`src/rtl/refpre_pkg.sv`:
```
package refpre_pkg;

    localparam int NUM_PLL     = 3;
    localparam int DIV_W       = 6;
    localparam int SRC_W       = 2;
    localparam int NUM_SRC     = 3;
    localparam int CFG_W       = SRC_W + NUM_PLL * DIV_W;
    localparam int DIV_RESET_A = 32;
    localparam int NUM_RESET_A = 2;

    typedef enum logic [SRC_W-1:0] {
        SRC_OSC_A   = 2'd0,
        SRC_OSC_B   = 2'd1,
        SRC_OSC_EXT = 2'd2,
        SRC_NONE    = 2'd3
    } src_sel_e;

    typedef logic [DIV_W-1:0] div_code_t;

    typedef struct packed {
        div_code_t [NUM_PLL-1:0] div;
        src_sel_e                src;
    } cfg_t;

    typedef enum logic [1:0] {
        DIV_OFF,
        DIV_PASS,
        DIV_COUNT
    } div_mode_e;

    function automatic div_mode_e decode_div(input div_code_t code);
        if (code == '0)
            return DIV_OFF;
        else if (code == div_code_t'(1))
            return DIV_PASS;
        else
            return DIV_COUNT;
    endfunction

    function automatic div_code_t reset_div(input int idx);
        return (idx < NUM_RESET_A) ? div_code_t'(DIV_RESET_A) : '0;
    endfunction

    function automatic cfg_t cfg_reset();
        cfg_t c;
        c.src = SRC_OSC_A;
        for (int k = 0; k < NUM_PLL; k++)
            c.div[k] = reset_div(k);
        return c;
    endfunction

endpackage

```
`src/rtl/refpre_cfg.sv`:
```
module refpre_cfg
    import refpre_pkg::*;
(
    input  logic               clk,
    input  logic               rst,
    input  logic               wr_en,
    input  cfg_t               wr_cfg,
    input  logic [NUM_PLL-1:0] pll_on,
    output cfg_t               cfg_q,
    output logic [NUM_PLL-1:0] restart
);

    logic src_open;

    assign src_open = (pll_on == '0);

    always_comb begin
        for (int k = 0; k < NUM_PLL; k++)
            restart[k] = wr_en && !pll_on[k];
    end

    always_ff @(posedge clk) begin
        if (rst) begin
            cfg_q <= cfg_reset();
        end else if (wr_en) begin
            if (src_open)
                cfg_q.src <= wr_cfg.src;
            for (int k = 0; k < NUM_PLL; k++) begin
                if (!pll_on[k])
                    cfg_q.div[k] <= wr_cfg.div[k];
            end
        end
    end

    // source field frozen while any PLL runs
    a_r3_src_hold: assert property (@(posedge clk) disable iff (rst)
        (pll_on != '0) |=> (cfg_q.src == $past(cfg_q.src)));

    for (genvar g = 0; g < NUM_PLL; g++) begin : g_hold
        // divide field frozen while its own PLL runs
        a_r5_div_hold: assert property (@(posedge clk) disable iff (rst)
            pll_on[g] |=> (cfg_q.div[g] == $past(cfg_q.div[g])));
    end

endmodule

```
`src/rtl/refpre_srcsel.sv`:
```
module refpre_srcsel
    import refpre_pkg::*;
#(
    parameter int SRCS = NUM_SRC
) (
    input  logic [SRCS-1:0] osc_tick,
    input  src_sel_e        src,
    output logic            tick,
    output logic            live
);

    always_comb begin
        tick = 1'b0;
        live = 1'b0;
        for (int i = 0; i < SRCS; i++) begin
            if (int'(src) == i) begin
                tick = osc_tick[i];
                live = 1'b1;
            end
        end
    end

endmodule

```
`src/rtl/refpre_div.sv`:
```
module refpre_div
    import refpre_pkg::*;
(
    input  logic      clk,
    input  logic      rst,
    input  logic      tick,
    input  logic      live,
    input  div_code_t code,
    input  logic      restart,
    output logic      en
);

    div_mode_e mode;
    div_code_t cnt;

    assign mode = decode_div(code);

    always_ff @(posedge clk) begin
        if (rst) begin
            cnt <= '0;
            en  <= 1'b0;
        end else begin
            en <= 1'b0;
            unique case (mode)
                DIV_OFF: cnt <= '0;
                DIV_PASS: begin
                    cnt <= '0;
                    en  <= tick;
                end
                default: begin
                    if (tick) begin
                        if (cnt == '0) begin
                            en  <= 1'b1;
                            cnt <= code - div_code_t'(1);
                        end else begin
                            cnt <= cnt - div_code_t'(1);
                        end
                    end
                end
            endcase
            if (restart || !live)
                cnt <= '0;
        end
    end

    // code 0 gates the output
    a_r4_off_quiet: assert property (@(posedge clk) disable iff (rst)
        (mode == DIV_OFF) |=> !en);

    // no source selected means no pulses
    a_r9_nosrc_quiet: assert property (@(posedge clk) disable iff (rst)
        !live |=> !en);

    // a dividing prescaler never pulses twice in a row
    a_r6_spacing: assert property (@(posedge clk) disable iff (rst)
        (en && mode == DIV_COUNT && !$past(restart)) |=> !en);

endmodule

```
`src/rtl/refpre_unit.sv`:
```
module refpre_unit
    import refpre_pkg::*;
#(
    parameter int SRCS = NUM_SRC,
    localparam int W   = CFG_W
) (
    input  logic               clk,
    input  logic               rst,
    input  logic               wr_en,
    input  logic [W-1:0]       wr_data,
    input  logic [NUM_PLL-1:0] pll_on,
    input  logic [SRCS-1:0]    osc_tick,
    output logic [W-1:0]       rd_data,
    output logic [NUM_PLL-1:0] ref_en
);

    cfg_t               cfg_q;
    logic [NUM_PLL-1:0] restart;
    logic               tick_sel;
    logic               src_live;

    refpre_cfg u_cfg (
        .clk     (clk),
        .rst     (rst),
        .wr_en   (wr_en),
        .wr_cfg  (cfg_t'(wr_data)),
        .pll_on  (pll_on),
        .cfg_q   (cfg_q),
        .restart (restart)
    );

    refpre_srcsel #(.SRCS(SRCS)) u_sel (
        .osc_tick (osc_tick),
        .src      (cfg_q.src),
        .tick     (tick_sel),
        .live     (src_live)
    );

    for (genvar g = 0; g < NUM_PLL; g++) begin : g_div
        refpre_div u_div (
            .clk     (clk),
            .rst     (rst),
            .tick    (tick_sel),
            .live    (src_live),
            .code    (cfg_q.div[g]),
            .restart (restart[g]),
            .en      (ref_en[g])
        );
    end

    assign rd_data = W'(cfg_q);

endmodule

```
`config.mk`:
```
export PLATFORM = sky130hd
export DESIGN_NAME = refpre_unit
export DESIGN_NICKNAME = d
export VERILOG_FILES = /design/src/rtl/refpre_pkg.sv /design/src/rtl/refpre_cfg.sv /design/src/rtl/refpre_srcsel.sv /design/src/rtl/refpre_div.sv /design/src/rtl/refpre_unit.sv
export SDC_FILE = /design/constraint.sdc
export NUM_CORES = 1
export LEC_CHECK = 0
export BUFFER_PORTS_ARGS = -buffer_cell sky130_fd_sc_hd__buf_2
export CAP_MARGIN = 10
export CORE_ASPECT_RATIO = 1.4
export CORE_MARGIN = 4
export CORE_UTILIZATION = 54
export DETAILED_ROUTE_END_ITERATION = 12
export GPL_TIMING_DRIVEN = 0
export PLACE_DENSITY = 0.84
export SLEW_MARGIN = 10
export SYNTH_ARGS = -nofsm -noshare
export SYNTH_HDL_FRONTEND = slang
export SYNTH_SLANG_ARGS = --single-unit
```
`constraint.sdc`:
```
create_clock -name clk -period 2.05 [get_ports clk]
set_clock_uncertainty 0.1 [all_clocks]
set_input_delay 0.1025 -clock clk [delete_from_list [all_inputs] [get_ports clk]]
set_output_delay 0.1025 -clock clk [all_outputs]
set_load 0.005 [all_outputs]
```
==> metrics.md, run 1 <==
| Metric | Value |
|---|---|
| Leak | `1.27 nW` |
| Final min period | `1.93 ns` |
| Critical R2R Launch | `u_cfg.cfg_q[8]` |
| Syn-to-layout area delta | `26.3%` |
| FF+latch count, synth | `41` |
| Final hold vios | `0` |
| Req. time, crit path | `2.17 ns` |
| Clock root buffer | `clkbuf_8` |
| Mean post-synth cell area | `8.27 µm²` |
| Combinational fraction of design power | `33.2%` |
| Grt total ovfl | `0` |
| Remaining antenna violation count after routing | `0` |
| Setup crit start kind | `flip-flop` |
| CP startpoint | `u_cfg.cfg_q[8]` |
| DRC viols | `0` |
| Distinct cells, synth | `44` |
| Worst Max-Slew Pin Slew | `0.581 ns` |
| Die H | `85.6 µm` |
| Synth top area share | `35.3%` |
| Largest net degree at the start of global routing | `12` |
| Worst slew margin | `61.3%` |
| CP endpoint kind | `flip-flop` |
| Peak supply drop | `0.525 mV` |
| Detailed Place HPWL | `4160 µm` |
| Die ar. | `5430 µm²` |
| Hold Crit Start | `pll_on[2]` |
| CP Max Fanout | `7` |
| Site Rows | `28` |
| Yosys warns | `0` |
| Tightest Hold Check Type | `input pin to flip-flop` |
| WP data arrival | `2.05 ns` |
| Clock tree buffer depth | `2` |
| Most frequent cells in the layout | `buf_2, dfxtp_1, nor2_1, nand2_1, dlygate4sd3_1` |
| Status | `complete, no violations` |
| Synth Cell Area | `2320 µm²` |
| Post-Route Setup TNS | `0 ns` |
| Layout net count | `404` |
| CTS Buf Count | `5` |
| First DRT Iteration DRCs | `85` |
| CTS H-tree depth | `2` |
| Leading area contributor after synthesis | `dfxtp_1` |
| WL/cell | `14.9 µm` |
| Flop pwr share | `42.6%` |
| Antenna violations before repair | `0` |
| Ys async rst share | `0%` |
| Synth top area cells | `dfxtp_1, ha_1, mux2i_1` |
| # diodes | `0` |
| Power per standard cell area | `757 nW/µm²` |
| Unrepaired setup endpoints after global routing | `false` |
| CP most frequent cell | `or2_2` |
| Clock power frac | `24.2%` |
| Io pins | `52` |
| Clock transition at path regs | `0.07 ns` |
| Crit-path leading delay family | `simple AND/OR/NAND/NOR gates` |
| Syn Nets | `325` |
| Final Slew Violations | `0` |
| First-pass GRT wire length | `10300 µm` |
| Synth Instances | `281` |
| FMAX | `519 MHz` |
| Main synth FF type | `dfxtp_1` |
| Share of cells above drive strength 1 | `20.6%` |
| Worst setup path class | `flip-flop to flip-flop` |
| Initial Util | `55.3%` |
| Most common cell after layout, fill and taps aside | `buf_2` |
| Post-synth EDFFs | `0` |
| Final wirelength | `6050 µm` |
| Die W | `63.4 µm` |
| Tcrit/Tclk final | `94.0%` |
| Sequential share of the synthesized area | `35.3%` |
| Worst-path cell chain | `inv_1 > ha_1 > or2_2 > a211o_1 > or2_2 > o22ai_1` |
| Number of vias per cell | `5.75` |
| CP bufs+invs | `1` |
| Dpl cells | `377` |
| CP max-delay cell | `a211o_1` |
| Vias in the first global route | `2310` |
| Final Non-Filler Cells | `405` |
| GRT Overall Usage | `23.4%` |
| Max incr delay on CP | `0.39 ns` |
| Initial DRT Pass Iterations | `4` |
| CTS Sinks | `41` |
| Sw Share | `32.9%` |
| Clk Latency, worst-skew pair | `0.29 ns` |
| RePlAce Congestion | `0.828` |
| Final setup viols | `0` |
| CTS tree | `done` |
| Core Area | `4200 µm²` |
| DR vias | `2330` |
| Sw power | `0.731 mW` |
| Cell-internal power | `1.49 mW` |
| # port buffers | `51` |
| MaxCap Viol Count | `0` |
what timing repair did:
action                                  CTS  global route
setup buffers                             0             0
resized for setup                         0             2
endpoints found under the hold margin    22             0
hold buffers                             21             0
endpoints found under the setup margin    0             1
sequential cells by signal, indices dropped and copies added (netlist names):
signal,flops
g_div.u_div.cnt,18
g_div.u_div.en,3
u_cfg.cfg_q,20
worst min-delay path: stages:
cell	delay, ns
buf_2	0.09
nor3_1	0.07
mux2i_1	0.12
nor2_1	0.07
cells in the mapped netlist (3+ instances only):
master    number
dfxtp_1       41
nor2_1        31
nand2_1       23
inv_1         17
a21oi_1       16
ha_1          15
o21ai_0       15
mux2i_1       14
nand3_1       10
clkbuf_1       6
nor3_1         6
o22ai_1        6
a31oi_1        5
buf_4          5
nor2b_1        5
nor4_1         5
or3_1          4
or4_1          4
xnor2_1        4
xor2_1         4
a221oi_1       3
buf_2          3
nor3b_1        3
o21a_1         3
o41ai_1        3
stage by stage:
stage / power, mW / worst slack [ns] / utilization [%] / hold WS, ns / cell area (µm²)
2_1_floorplan: 1.47 / 0.200 / - / 0.0846 / 2320
6_report: 2.22 / 0.123 / 69.8 / 0.101 / 2930
5_1_grt: 2.36 / 0.0109 / 69.8 / 0.119 / 2930
4_1_cts: 2.21 / 0.0534 / 69.7 / 0.0975 / 2930
3_3_place_gp: 1.62 / 0.103 / 62.7 / 0.207 / 2640
3_5_place_dp: 1.65 / 0.0653 / 62.7 / 0.209 / 2640
metal layers:
layer	wire length, µm	part of all wire (%)	global-route usage, %
met5	0	0	0
met4	130	2.1	11.2
met3	269	4.4	4.19
met2	3200	53	42.0
met1	2460	41	26.3
power groups by stage:
| stage | sequential (mW) | combinational [mW] | clock (mW) |
|---|---|---|---|
| floorplan | 0.945 | 0.523 | 0 |
| global placement | 0.957 | 0.668 | 0 |
| detailed placement | 0.960 | 0.688 | 0 |
| CTS | 0.942 | 0.727 | 0.540 |
| global route | 0.958 | 0.827 | 0.574 |
| finish | 0.945 | 0.738 | 0.537 |
kinds of logic (layout without fill, tap and decap cells):
logic type                 count (synthesis)  count (layout)  share of synthesized area, %
AOI/OAI and AO/OA                         66              66                          18.4
xor gates and xnor gates                   8               8                          3.02
adders and majority gates                 15              15                          8.08
buffers and inverters                     31             110                          5.98
DFF                                       41              41                          35.3
muxes                                     16              16                          7.00
and+or+nand+nor                          104             104                          22.2
layout make-up:
| class | count | area (µm²) |
|---|---|---|
| flip-flops and latches | 41 | 823 |
| well taps | 45 | 56.3 |
| inverters | 17 | 63.8 |
| plain buffers | 14 | 75.1 |
| multi-input cells | 209 | 1360 |
| fillers | 337 | 1270 |
| repair buffers | 72 | 465 |
| clock buffers | 7 | 86.3 |
path summary, 6_finish.rpt:
| path | endpoint | slack (ns) | depth (start not counted) |
|---|---|---|---|
| setup / recovery | g_div[1].u_div.cnt[3] | 0.12 | 6 |
| hold / removal | u_cfg.cfg_q[0] | 0.10 | 4 |
| setup reg to reg | g_div[1].u_div.cnt[3] | 0.12 | 6 |
| hold reg to reg | g_div[2].u_div.cnt[1] | 0.39 | 2 |
(Power assumes the default switching activity.)
==> run 2, diff against run 1 <==
--- a/config.mk
+++ b/config.mk
@@ -12,6 +12,7 @@
 export CORE_UTILIZATION = 54
 export DETAILED_ROUTE_END_ITERATION = 12
 export GPL_TIMING_DRIVEN = 0
+export MAX_ROUTING_LAYER = met4
 export PLACE_DENSITY = 0.84
 export SLEW_MARGIN = 10
 export SYNTH_ARGS = -nofsm -noshare
==> metrics.md, run 2 (synthesis gave the netlist of run 1 again) <==
| Metric | Value |
|---|---|
| Worst slew margin | `61.5%` |
| Die H | `85.6 µm` |
| Flop pwr share | `42.6%` |
| Post-CTS Setup Inserts | `0` |
| Syn-to-layout area delta | `26.3%` |
| Req. time, crit path | `2.17 ns` |
| CTS Buf Count | `5` |
| # diodes | `0` |
| Final min period | `1.93 ns` |
| DR vias | `2331` |
| WL/cell | `15.0 µm` |
| Final WS setup | `0.117 ns` |
| Biggest register | `u_cfg.cfg_q` |
| Initial DRT Pass Iterations | `4` |
| Post-Route Setup TNS | `0 ns` |
| Die ar. | `5430 µm²` |
| GRT Overall Usage | `24.1%` |
| Worst Max-Slew Pin Slew | `0.578 ns` |
| Clock transition at path regs | `0.07 ns` |
| Detailed Place HPWL | `4160 µm` |
| Final Non-Filler Cells | `405` |
| Largest net degree at the start of global routing | `12` |
| Io pins | `52` |
| Dpl cells | `377` |
| R2R setup slack | `0.12 ns` |
| Final setup viols | `0` |
| Unrepaired setup endpoints after global routing | `false` |
| Clock tree buffer depth | `2` |
| FMAX | `517 MHz` |
| First-pass GRT wire length | `10300 µm` |
| Tightest Hold Check Type | `input pin to flip-flop` |
| CTS tree | `done` |
| Most common cell after layout, fill and taps aside | `buf_2` |
| CTS Sinks | `41` |
| Reg-to-Reg End | `g_div[1].u_div.cnt[3]` |
| Hold-critical path depth | `4` |
| MaxCap Viol Count | `0` |
| Remaining antenna violation count after routing | `0` |
| Status | `complete, no violations` |
| Layout net count | `404` |
| WP data arrival | `2.05 ns` |
| Worst setup path class | `flip-flop to flip-flop` |
| Power per standard cell area | `756 nW/µm²` |
| CP endpoint kind | `flip-flop` |
| Final wirelength | `6060 µm` |
| Most frequent cells in the layout | `buf_2, dfxtp_1, nor2_1, nand2_1, dlygate4sd3_1` |
| Grt total ovfl | `0` |
| Vias in the first global route | `2314` |
| Final Slew Violations | `0` |
| First DRT Iteration DRCs | `57` |
| Sw power | `0.730 mW` |
| Core Area | `4200 µm²` |
| Clock power frac | `24.2%` |
| Max reg flops | `20` |
| # port buffers | `51` |
| Worst Reg-to-Reg Cells | `6` |
| Final core utilization | `69.8%` |
| Clock root buffer | `clkbuf_8` |
| Die W | `63.4 µm` |
| Peak supply drop | `0.523 mV` |
| Number of vias per cell | `5.76` |
| Combinational fraction of design power | `33.2%` |
| Final hold vios | `0` |
| Biggest regs | `u_cfg.cfg_q: 20 flops, g_div.u_div.cnt: 18 flops, g_div.u_div.en: 3 flops` |
| Cell-internal power | `1.49 mW` |
| Pre-CTS WS | `0.0653 ns` |
| Critical R2R Launch | `u_cfg.cfg_q[8]` |
| RePlAce Congestion | `0.841` |
| Tcrit/Tclk final | `94.3%` |
| Leak | `1.27 nW` |
| Sw Share | `32.9%` |
| CTS H-tree depth | `2` |
| Site Rows | `28` |
| CP Max Fanout | `7` |
| Antenna violations before repair | `0` |
| Setup crit start kind | `flip-flop` |
| Hold Crit Start | `pll_on[2]` |
| Clk Latency, worst-skew pair | `0.30 ns` |
| DRC viols | `0` |
| Initial Util | `55.3%` |
| Hold Path End | `u_cfg.cfg_q[0]` |
| Share of cells above drive strength 1 | `20.6%` |
==> run 2: cell counts in the layout (fill, tap and decap cells not counted) <==
No cell type changed its count.
==> run 2: layout make-up <==
type	instances	area, µm²
tap	45	56.3
buffer	14	75.1
sequential	41	823
inverter	17	63.8
multi-input combinational	209	1360
timing repair buffer	72	465
clock buffer	7	86.3
fill	337	1270
==> run 2: per-stage QoR <==
step                hold WS (ns)  area (µm²)  total power [mW]
floorplan                 0.0846        2320              1.47
global placement           0.207        2640              1.62
detailed placement         0.209        2640              1.65
CTS                       0.0975        2930              2.21
global route               0.119        2930              2.36
finish                    0.0985        2930              2.22
==> run 2: per-layer routing <==
metal	share of wire, %	vias to the layer above	track usage [%]
met1	39	1080	26.5
met3	5.1	14	4.19
met4	2.3	0	11.2
met2	53	80	41.9
met5	0	-	-
li1	-	1157	-
==> run 2: worst max-delay path by stage <==
stage                                       end  cells past startpoint                  start
final                     g_div[1].u_div.cnt[3]                      6         u_cfg.cfg_q[8]
after global routing          g_div[2].u_div.en                      5  g_div[2].u_div.cnt[2]
after CTS                 g_div[1].u_div.cnt[3]                      6         u_cfg.cfg_q[8]
after detailed placement  g_div[1].u_div.cnt[3]                      6         u_cfg.cfg_q[8]
after global placement    g_div[1].u_div.cnt[4]                      6         u_cfg.cfg_q[8]
after floorplan           g_div[1].u_div.cnt[3]                      6         u_cfg.cfg_q[8]
==> run 2: worst max-delay path: stages (launching register included) <==
cell	delay, ns
dfxtp_2	0.38
inv_1	0.08
ha_1	0.21
or2_2	0.27
a211o_1	0.39
or2_2	0.32
o22ai_1	0.11
==> run 2: power groups by stage <==
stage	logic (mW)	registers (mW)	clock network [mW]
after global routing	0.828	0.958	0.574
after global placement	0.668	0.957	0
after CTS	0.727	0.942	0.540
final	0.737	0.945	0.537
after detailed placement	0.688	0.960	0
after floorplan	0.523	0.945	0
==> run 2: what timing repair did <==
action / in CTS / in global routing
hold endpoints to repair: 22 / 0
hold buffers: 21 / 0
setup endpoints to repair: 0 / 1
resized for setup: 0 / 2
==> run 3, diff against run 2 <==
--- a/config.mk
+++ b/config.mk
@@ -17,4 +17,5 @@
 export SLEW_MARGIN = 10
 export SYNTH_ARGS = -nofsm -noshare
 export SYNTH_HDL_FRONTEND = slang
+export SYNTH_HIERARCHICAL = 1
 export SYNTH_SLANG_ARGS = --single-unit
==> metrics.md, run 3 <==
| Metric | Value |
|---|---|
| Detailed Place HPWL | `3870 µm` |
| DRC viols | `0` |
| FF+latch count, synth | `41` |
| Number of vias per cell | `5.70` |
| Die ar. | `5320 µm²` |
| Post-synth top cells | `dfxtp_1, nand2_1, nor2_1` |
| Leading area contributor after synthesis | `dfxtp_1` |
| Leak | `1.26 nW` |
| Sw power | `0.705 mW` |
| Register area | `825 µm²` |
| Worst Max-Slew Pin Slew | `0.681 ns` |
| Worst-path cell chain | `inv_1 > ha_1 > or2_0 > a2111o_1 > a31oi_1 > o221a_2` |
| Layout fillers | `300` |
| Share of cells above drive strength 1 | `24.9%` |
| Most frequent cells in the layout | `buf_2, dfxtp_1, nand2_1, nor2_1, inv_1` |
| Post-synth EDFFs | `0` |
| Ys async rst share | `0%` |
| Status | `complete, no violations` |
| CTS H-tree depth | `2` |
| Multi-input logic area | `1350 µm²` |
| Distinct cells, synth | `36` |
| Power per standard cell area | `730 nW/µm²` |
| Syn-to-layout area delta | `27.3%` |
| Max reg flops | `20` |
| Synth top area cells | `dfxtp_1, mux2i_1, ha_1` |
| CP Max Fanout | `6` |
| # port buffers | `51` |
| Clock root buffer | `clkbuf_8` |
| MaxCap Viol Count | `0` |
| Tightest Hold Check Type | `input pin to flip-flop` |
| Peak supply drop | `0.542 mV` |
| WL/cell | `15.5 µm` |
| Layout net count | `370` |
| Antenna violations before repair | `0` |
| Final std cell area, no fill | `2890 µm²` |
| CTS tree | `done` |
| Core Area | `3990 µm²` |
| DR vias | `2144` |
| Synth top area share | `36.1%` |
| CP endpoint kind | `flip-flop` |
| Sequential share of the synthesized area | `36.1%` |
| Top layer in use | `met4` |
| Final core utilization | `72.5%` |
| Count leader, synth | `dfxtp_1` |
| Worst slew margin | `54.2%` |
| Die H | `84.7 µm` |
| First-pass GRT wire length | `9920 µm` |
| Req. time, crit path | `2.21 ns` |
| Remaining antenna violation count after routing | `0` |
| Tcrit/Tclk final | `95.0%` |
| Max incr delay on CP | `0.46 ns` |
| Grt total ovfl | `0` |
| Detail Route met2 WL | `3120 µm` |
| Final min period | `1.95 ns` |
| Io pins | `52` |
| CP max-delay cell | `a2111o_1` |
| CTS Buf Count | `5` |
| # diodes | `0` |
| Yosys warns | `6` |
| Final setup viols | `0` |
| Cell-internal power | `1.40 mW` |
| Clock transition at path regs | `0.08 ns` |
| Main synth FF type | `dfxtp_1` |
| Final wirelength | `5840 µm` |
| Synth Cell Area | `2270 µm²` |
| Sw Share | `33.4%` |
| Most common cell after layout, fill and taps aside | `buf_2` |
| Synth Instances | `253` |
| Syn Nets | `291` |
| GRT Overall Usage | `24.1%` |
| Biggest register | `u_cfg/cfg_q` |
| Largest net degree at the start of global routing | `16` |
| Clk Latency, worst-skew pair | `0.30 ns` |
| Pre-CTS WS | `-0.261 ns` |
| Initial Util | `57.0%` |
| Mean post-synth cell area | `8.98 µm²` |
| RePlAce Congestion | `0.843` |
| Final Slew Violations | `0` |
| First DRT Iteration DRCs | `68` |
| Combinational fraction of design power | `30.2%` |
| Initial DRT Pass Iterations | `4` |
| WL met1 | `2320 µm` |
| Setup crit start kind | `flip-flop` |
| Clock power frac | `25.7%` |
| Cell Area, Placed | `2580 µm²` |
| Site Rows | `27` |
| Vias in the first global route | `2183` |
| Die W | `62.8 µm` |
| Final hold vios | `0` |
| CTS Sinks | `41` |
| Worst setup path class | `flip-flop to flip-flop` |
| WP data arrival | `2.10 ns` |
| Clock tree buffer depth | `2` |
| Flop pwr share | `44.1%` |
| FMAX | `514 MHz` |
| Biggest regs | `u_cfg/cfg_q: 20 flops, g_div.u_div/cnt: 18 flops, g_div.u_div/en: 3 flops` |
| WL met3 | `174 µm` |
| Final WS setup | `0.103 ns` |
-- run 3: logic make-up (layout without fill, tap and decap cells) --
group | after synthesis | after routing | synth area share, %
adders and majority gates | 9 | 9 | 4.96
muxes | 17 | 17 | 7.49
buffers and inverters | 26 | 106 | 4.85
xor gates and xnor gates | 12 | 12 | 4.63
DFF | 41 | 41 | 36.1
AOI/OAI and AO/OA | 61 | 61 | 19.4
and+or+nand+nor | 87 | 87 | 22.5
-- run 3: path summary, 6_finish.rpt --
| kind | to | cells past startpoint | slack [ns] | from |
|---|---|---|---|---|
| worst max-delay path | g_div[1].u_div/cnt[5] | 6 | 0.10 | u_cfg/cfg_q[9] |
| worst max register to register | g_div[1].u_div/cnt[5] | 6 | 0.10 | u_cfg/cfg_q[9] |
| worst min-delay path | g_div[1].u_div/en | 2 | 0.006 | rst |
| worst min register to register | g_div[0].u_div/cnt[4] | 2 | 0.38 | g_div[0].u_div/cnt[4] |
-- run 3: repair_timing --
item	4_1_cts	5_1_grt
hold endpoints to repair	20	0
hold buffers	20	0
gates resized for setup	1	4
setup endpoints to repair	21	11
buffers inserted	0	1
pin swaps	0	3
-- run 3: metal layers --
layer  up-vias  global-route usage (%)
met5         -                       -
li1       1061                       -
met1      1003                    25.2
met2        60                    42.4
met3        20                    4.42
met4         0                    13.1
-- run 3: final cells by class --
| cell class | instances | area share [%] |
|---|---|---|
| inverters | 22 | 2.90 |
| flip-flops and latches | 41 | 28.5 |
| repair buffers | 72 | 16.0 |
| clock inverters | 2 | 0.519 |
| clock buffers | 6 | 2.51 |
| plain buffers | 4 | 0.909 |
| well taps | 43 | 1.86 |
| multi-input cells | 186 | 46.8 |
-- run 3: power groups by stage --
stage | Clock, mW | Sequential [mW] | Combinational [mW]
finish | 0.542 | 0.930 | 0.638
detailed placement | 0 | 0.946 | 0.591
global route | 0.586 | 0.940 | 0.708
CTS | 0.549 | 0.927 | 0.623
global placement | 0 | 0.944 | 0.576
floorplan | 0 | 0.933 | 0.454
-- run 3: per-stage QoR --
step                      TNS, ns  hold WS, ns  cells  power (mW)
after floorplan                 0       0.0785    253        1.39
after global routing      -0.0183       0.0167    376        2.23
after global placement      -1.78        0.213    347        1.52
final                           0      0.00599    376        2.11
after detailed placement    -2.15        0.221    347        1.54
after CTS                       0      0.00138    375        2.10
-- run 3: critical path, delay by kind of cell (launching register included) --
kind	cells	cell delay, ns
AO/OA/AOI/OAI	3	0.84
adder cells (fa/ha/maj)	1	0.24
buffers and inverters	1	0.10
flip-flops	1	0.40
AND/OR/NAND/NOR	1	0.21
